**config.mk**
```make
export PLATFORM = sky130hd
export DESIGN_NAME = tx_abort_ctrl
export DESIGN_NICKNAME = d
export VERILOG_FILES = /design/src/rtl/txab_pkg.sv /design/src/rtl/txab_onehot.sv /design/src/rtl/txab_buf_slot.sv /design/src/rtl/txab_irq_or.sv /design/src/rtl/tx_abort_ctrl.sv
export SDC_FILE = /design/constraint.sdc
export NUM_CORES = 1
export LEC_CHECK = 0
export ABC_AREA = 1
export ABC_CLOCK_PERIOD_IN_PS = 4400
export BUFFER_PORTS_ARGS = -buffer_cell sky130_fd_sc_hd__buf_2
export CELL_PAD_IN_SITES_DETAIL_PLACEMENT = 1
export CELL_PAD_IN_SITES_GLOBAL_PLACEMENT = 1
export CORE_MARGIN = 8
export CORE_UTILIZATION = 24
export DETAILED_ROUTE_END_ITERATION = 7
export PLACE_DENSITY = 0.54
export SETUP_SLACK_MARGIN = 0.5
export SLEW_MARGIN = 20
export SYNTH_ARGS = -nofsm -noshare
export SYNTH_HDL_FRONTEND = slang
export SYNTH_SLANG_ARGS = --single-unit
```
**constraint.sdc**
```tcl
create_clock -name clk -period 4.4 [get_ports clk]
set_clock_uncertainty 0.05 [all_clocks]
set_input_delay 0.66 -clock clk [delete_from_list [all_inputs] [get_ports clk]]
set_output_delay 0.66 -clock clk [all_outputs]
set_load 0.01 [all_outputs]
```
**src/rtl/txab_pkg.sv**
```systemverilog
package txab_pkg;

  localparam int CODE_W = 4;

  typedef logic [CODE_W-1:0] code_t;

  localparam code_t CODE_IDLE    = 4'b0000;
  localparam code_t CODE_SENT    = 4'b1000;
  localparam code_t CODE_ABORT   = 4'b1001;
  localparam code_t CODE_TX_LIVE = 4'b1100;

  typedef enum logic [2:0] {
    WR_NONE,
    WR_STORE,
    WR_DEACT,
    WR_BLOCK,
    WR_REJECT
  } wr_res_e;

  // A buffer is a live transmit only while it carries the live code.
  function automatic logic f_tx_active(code_t c);
    return c == CODE_TX_LIVE;
  endfunction

  // Decide what a software code write does, given the state after engine events.
  function automatic wr_res_e f_wr_resolve(logic en, logic wr, code_t req,
                                           logic active, logic held);
    if (!wr)                return WR_NONE;
    if (!en)                return WR_STORE;
    if (req == CODE_ABORT)  return (active && held) ? WR_BLOCK : WR_DEACT;
    if (active)             return WR_REJECT;
    return WR_STORE;
  endfunction

endpackage

```
**src/rtl/txab_onehot.sv**
```systemverilog
module txab_onehot #(
  parameter int N = 8,
  parameter int W = 3
) (
  input  logic         vld,
  input  logic [W-1:0] idx,
  output logic [N-1:0] hit
);
  for (genvar g = 0; g < N; g++) begin : g_hit
    assign hit[g] = vld && (idx == W'(g));
  end
endmodule

```
**src/rtl/txab_buf_slot.sv**
```systemverilog
module txab_buf_slot
  import txab_pkg::*;
(
  input  logic  clk,
  input  logic  rst_n,
  input  logic  abort_en,
  input  logic  wr_hit,
  input  code_t wr_code,
  input  logic  lock_hit,
  input  logic  done_in,
  input  logic  stop_in,
  input  logic  clr_in,
  output code_t code_q,
  output logic  pend_q,
  output logic  flag_q,
  output logic  ev_done,
  output logic  ev_abort,
  output logic  ev_block,
  output logic  ev_deact,
  output logic  ev_reject
);
  code_t   code_mid, code_d;
  logic    pend_d, flag_d, resolved;
  wr_res_e wr_res;

  always_comb begin
    ev_done  = lock_hit && done_in && f_tx_active(code_q);
    ev_abort = lock_hit && !done_in && stop_in && pend_q && f_tx_active(code_q);
    resolved = ev_done || ev_abort;

    // Engine events are applied first; the write sees the result.
    if (ev_done)       code_mid = CODE_SENT;
    else if (ev_abort) code_mid = CODE_ABORT;
    else               code_mid = code_q;

    wr_res = f_wr_resolve(abort_en, wr_hit, wr_code,
                          f_tx_active(code_mid), lock_hit && !resolved);

    ev_block  = (wr_res == WR_BLOCK);
    ev_deact  = (wr_res == WR_DEACT);
    ev_reject = (wr_res == WR_REJECT);

    code_d = (wr_res == WR_STORE || wr_res == WR_DEACT) ? wr_code : code_mid;

    if (resolved)      pend_d = 1'b0;
    else if (ev_block) pend_d = 1'b1;
    else               pend_d = pend_q;

    flag_d = resolved || (flag_q && !clr_in);
  end

  always_ff @(posedge clk) begin
    if (!rst_n) begin
      code_q <= CODE_IDLE;
      pend_q <= 1'b0;
      flag_q <= 1'b0;
    end else begin
      code_q <= code_d;
      pend_q <= pend_d;
      flag_q <= flag_d;
    end
  end
endmodule

```
**src/rtl/txab_irq_or.sv**
```systemverilog
module txab_irq_or #(
  parameter int N = 8
) (
  input  logic [N-1:0] flags,
  input  logic [N-1:0] mask,
  output logic         irq
);
  assign irq = |(flags & mask);
endmodule

```
**src/rtl/tx_abort_ctrl.sv**
```systemverilog
module tx_abort_ctrl
  import txab_pkg::*;
#(
  parameter int  NUM_BUF = 8,
  localparam int IDX_W   = (NUM_BUF > 1) ? $clog2(NUM_BUF) : 1
) (
  input  logic               clk,
  input  logic               rst_n,
  input  logic               abort_en,
  input  logic               wr_en,
  input  logic [IDX_W-1:0]   wr_idx,
  input  logic [CODE_W-1:0]  wr_code,
  input  logic [IDX_W-1:0]   rd_idx,
  output logic [CODE_W-1:0]  rd_code,
  input  logic [NUM_BUF-1:0] flag_clr,
  input  logic [NUM_BUF-1:0] irq_mask,
  input  logic               lock_vld,
  input  logic [IDX_W-1:0]   lock_idx,
  input  logic               arb_lost,
  input  logic               tx_err,
  input  logic               tx_done,
  input  logic               freeze_req,
  output logic [NUM_BUF-1:0] irq_flags,
  output logic [NUM_BUF-1:0] pend_abort,
  output logic               irq_out
);
  logic [NUM_BUF-1:0] wr_hit_v, lock_hit_v;
  logic [NUM_BUF-1:0] ev_done_v, ev_abort_v, ev_block_v, ev_deact_v, ev_reject_v;
  logic [NUM_BUF*CODE_W-1:0] code_flat;
  code_t code_arr [NUM_BUF];
  logic  stop_any;

  assign stop_any = arb_lost || tx_err || freeze_req;

  txab_onehot #(.N(NUM_BUF), .W(IDX_W)) u_wr_dec (
    .vld(wr_en), .idx(wr_idx), .hit(wr_hit_v)
  );

  txab_onehot #(.N(NUM_BUF), .W(IDX_W)) u_lock_dec (
    .vld(lock_vld), .idx(lock_idx), .hit(lock_hit_v)
  );

  for (genvar b = 0; b < NUM_BUF; b++) begin : g_slot
    txab_buf_slot u_slot (
      .clk      (clk),
      .rst_n    (rst_n),
      .abort_en (abort_en),
      .wr_hit   (wr_hit_v[b]),
      .wr_code  (wr_code),
      .lock_hit (lock_hit_v[b]),
      .done_in  (tx_done),
      .stop_in  (stop_any),
      .clr_in   (flag_clr[b]),
      .code_q   (code_arr[b]),
      .pend_q   (pend_abort[b]),
      .flag_q   (irq_flags[b]),
      .ev_done  (ev_done_v[b]),
      .ev_abort (ev_abort_v[b]),
      .ev_block (ev_block_v[b]),
      .ev_deact (ev_deact_v[b]),
      .ev_reject(ev_reject_v[b])
    );
    assign code_flat[b*CODE_W +: CODE_W] = code_arr[b];
  end

  always_comb begin
    rd_code = CODE_IDLE;
    for (int i = 0; i < NUM_BUF; i++) begin
      if (rd_idx == IDX_W'(i)) rd_code = code_arr[i];
    end
  end

  txab_irq_or #(.N(NUM_BUF)) u_irq (
    .flags(irq_flags), .mask(irq_mask), .irq(irq_out)
  );
endmodule

```
==> run_results.csv <==
group,metric,value,unit
run_status,outcome,"finished clean",
global_route,gr-total-overflow,0,
clocking,cts_tree,"done",
timing,totalNegativeSetupSlack,0,ns
clocking,root_buffer,"clkbuf_16",
synth,synth.distinct_cells,36,
power,internal-power,746,uW
route,drt_first_iter_violations,219,
clocking,numCtsBuffers,5,
placed_design,gp_congestion,0.875,
floorplan,die_x,135,um
setup_path,path_class,"in -> out",
power,power_frac_comb,0.126,
route,drt-met1-wl,6020,um
min_path,min_path_cells,2,
synth,synth_top_area_cell,"dfxtp_1",
clocking,clock_sinks,48,
setup_path,reg2reg_depth,9,
route,drt-wirelength-per-cell,16.1,um
clocking,cts_buffer_depth,2,
setup_path,crit_buf_inv,3,
min_path,min_to,"g_slot[1].u_slot.pend_q",
timing,grt_setup_unrepaired,"no",
timing,drv_slew,0,
floorplan,start_util,0.244,
power,p_sw_frac,0.271,
power,p_clk_frac,0.431,
setup_path,critPathRequiredTime,3.69,ns
synth,synth_nets,608,
layout,fin_area,3860,um^2
placed_design,place_area,3710,um^2
setup_path,cpPeakStageDelay,0.20,ns
clocking,post_cts_buffers,0,
setup_path,cp_cell_sequence,"buf_2 -> inv_1 -> nand3_1 -> o22ai_1 -> a21oi_1 -> o21ai_0 -> a21oi_1 -> o2111ai_1 -> buf_2",
placed_design,portBuffers,58,
global_route,grt.total_usage,0.144,
layout,nets,647,
setup_path,reg2reg_slack,2.41,ns
placed_design,hpwl,10500,um
route,vias_per_cell,4.50,
layout,areaGrowthSynthToFinish,14.6,%
setup_path,cp.arrival,1.81,ns
synth,syn-cell-area,3370,um^2
timing,finalCriticalPeriod,2.52,ns
timing,hold_slack,0.424,ns
timing,fmax,0.397,GHz
power,p_seq_frac,0.443,
clocking,cts_resized,0,
clocking,ctsHoldBuffers,0,
layout,drive_gt1_frac,0.171,
power,leakage,0.00192,uW
floorplan,coreArea,13800,um^2
floorplan,die_area,18100,um^2
floorplan,io_pins,59,
layout,diodes,0,
power,pwr_density_cell,265,nW/um^2
setup_path,slowest_stage,"o22ai_1",
power,p_sw,277,uW
setup_path,worstReg2RegEnd,"g_slot[0].u_slot.code_q[2]",
route,routed.top_layer,"met4",
route,route.detailed.drc,0,
power,peakVddDrop,0.126,mV
floorplan,num_rows,43,
timing,fin_ws,1.88,ns
synth,synth_area_leaders,"dfxtp_1 (28%), nand2_1 (15%), nor2_1 (12%)",
setup_path,path_max_fanout,8,
clocking,path_clk_slew,0.07,ns
timing,setup_viol_count_final,0,
setup_path,cp_top_family,"compound AO/OA/AOI/OAI gates",
placed_design,dp_slack,1.84,ns
synth,yosys_warnings,0,
min_path,hp-start,"g_slot[1].u_slot.pend_q",
synth,synth-seq-cells,48,
route,first_pass_iters,5,
clocking,htreeDepth,2,
timing,tightest_slew,0.880,ns
synth,synth_top_area_share,0.285,
global_route,first_global_vias,3643,
timing,slew_headroom,0.414,
synth,syn_inst,570,
synth,synth.avg_cell_area,5.92,um^2
setup_path,reg2reg_from,"g_slot[0].u_slot.code_q[2]",
global_route,grt_pass1_wl,20100,um
setup_path,endpoint_kind,"output pin",
layout,fillCellCount,1808,
route,totalWireLength,12700,um
synth,yosysSeqAreaShare,0.285,
clocking,clk-insertion-delay-late,0.30,ns
route,vias,3548,
setup_path,start_kind,"primary input",
route,wl_met2,5590,um
route,ant_nets,0,
job,cap_violations,0,
global_route,grt_max_degree,45,
global_route,antenna_found_initial,0,
route,wl_met3,945,um
timing,period_share,0.573,
min_path,hp-class,"reg -> reg",
floorplan,die_height,135,um
timing,hold_viol_final,0,
==> registers in the layout, summed over array words and instances, names as in the netlist <==
register / cells
g_slot.u_slot.code_q: 32
g_slot.u_slot.flag_q: 8
g_slot.u_slot.pend_q: 8
==> cells by family after synthesis <==
group	count (synthesis)	share of synthesized area
AO/OA/AOI/OAI	49	0.0865
flip-flops	48	0.285
buffers and inverters	129	0.168
AND/OR/NAND/NOR	344	0.461
==> through the flow <==
stage | power, uW | instances | utilization
final | 1020 | 788 | 0.280
after floorplan | 539 | 570 | -
after global routing | 1080 | 788 | 0.280
after detailed placement | 594 | 782 | 0.268
after global placement | 591 | 782 | 0.268
after CTS | 1050 | 788 | 0.280
==> layout make-up <==
type / count / area (um^2) / share of cell area
inverters: 103 / 388 / 0.100
clock inverters: 1 / 30.0 / 0.00777
flip-flops and latches: 48 / 961 / 0.249
multi-input cells: 393 / 1850 / 0.478
well taps: 180 / 225 / 0.0583
repair buffers: 58 / 290 / 0.0751
clock buffers: 5 / 125 / 0.0324
==> worst min-delay path: stages (launching register included) <==
cell	delay, ns
dfxtp_1	0.33
inv_1	0.05
a21oi_1	0.05
==> how the worst max path moves through the flow <==
stage          cells past startpoint       from                    endpoint  slack, ns
6_report                           9  rd_idx[2]                  rd_code[2]       1.88
4_1_cts                            9  rd_idx[2]                  rd_code[0]       1.87
3_5_place_dp                      11    tx_done  g_slot[3].u_slot.code_q[0]       1.84
2_1_floorplan                      7  rd_idx[2]                  rd_code[0]       2.28
5_1_grt                            9  rd_idx[2]                  rd_code[3]       1.70
3_3_place_gp                      11    tx_done  g_slot[3].u_slot.code_q[2]       1.84
==> cell usage after synthesis <==
library cell,n
nand2_1,138
nor2_1,112
inv_1,99
dfxtp_1,48
nand3_1,33
a21oi_1,20
buf_4,18
nand4_1,14
o21ai_0,12
nand3_2,10
nor3_1,9
nand2_2,8
nor2_2,6
buf_2,4
nor3_2,4
o22ai_1,4
inv_2,3
nor4_1,3
o2111ai_1,3
a211oi_1,2
a221oi_1,2
buf_1,2
o21a_1,2
or2_2,2
a21oi_2,1
a22o_1,1
a31oi_1,1
buf_6,1
clkbuf_1,1
clkinv_2,1
nand2_4,1
nand3b_1,1
nand3b_2,1
nand4_2,1
nor3_4,1
o21ai_2,1
==> layer usage <==
| layer | vias to the layer above | global-route usage |
|---|---|---|
| met5 | - | 0 |
| met4 | 0 | 0.0405 |
| met3 | 10 | 0.0357 |
| met2 | 84 | 0.228 |
| met1 | 1622 | 0.191 |
| li1 | 1832 | - |
==> cell usage in the layout, fill, tap and decap left out, drive strengths merged <==
cell | Yosys | layout
nand2 | 147 | 147
nor2 | 118 | 118
inv | 102 | 102
buf | 25 | 58
dfxtp | 48 | 48
nand3 | 43 | 43
a21oi | 21 | 21
nand4 | 15 | 15
nor3 | 14 | 14
o21ai | 13 | 13
clkbuf | 1 | 5
o22ai | 4 | 4
o2111ai | 3 | 3
nor4 | 3 | 3
a221oi | 2 | 2
a211oi | 2 | 2
or2 | 2 | 2
o21a | 2 | 2
nand3b | 2 | 2
a22o | 1 | 1
clkinv | 1 | 1
a31oi | 1 | 1
bufinv | 0 | 1
==> power by group through the flow <==
stage / registers, uW / logic (uW) / clock network, uW
after CTS: 454 / 130 / 462
final: 454 / 129 / 441
after detailed placement: 464 / 130 / 0
after global placement: 463 / 127 / 0
after floorplan: 460 / 78.9 / 0
after global routing: 455 / 146 / 477
Note: power is estimated with default switching activity, not from simulation.
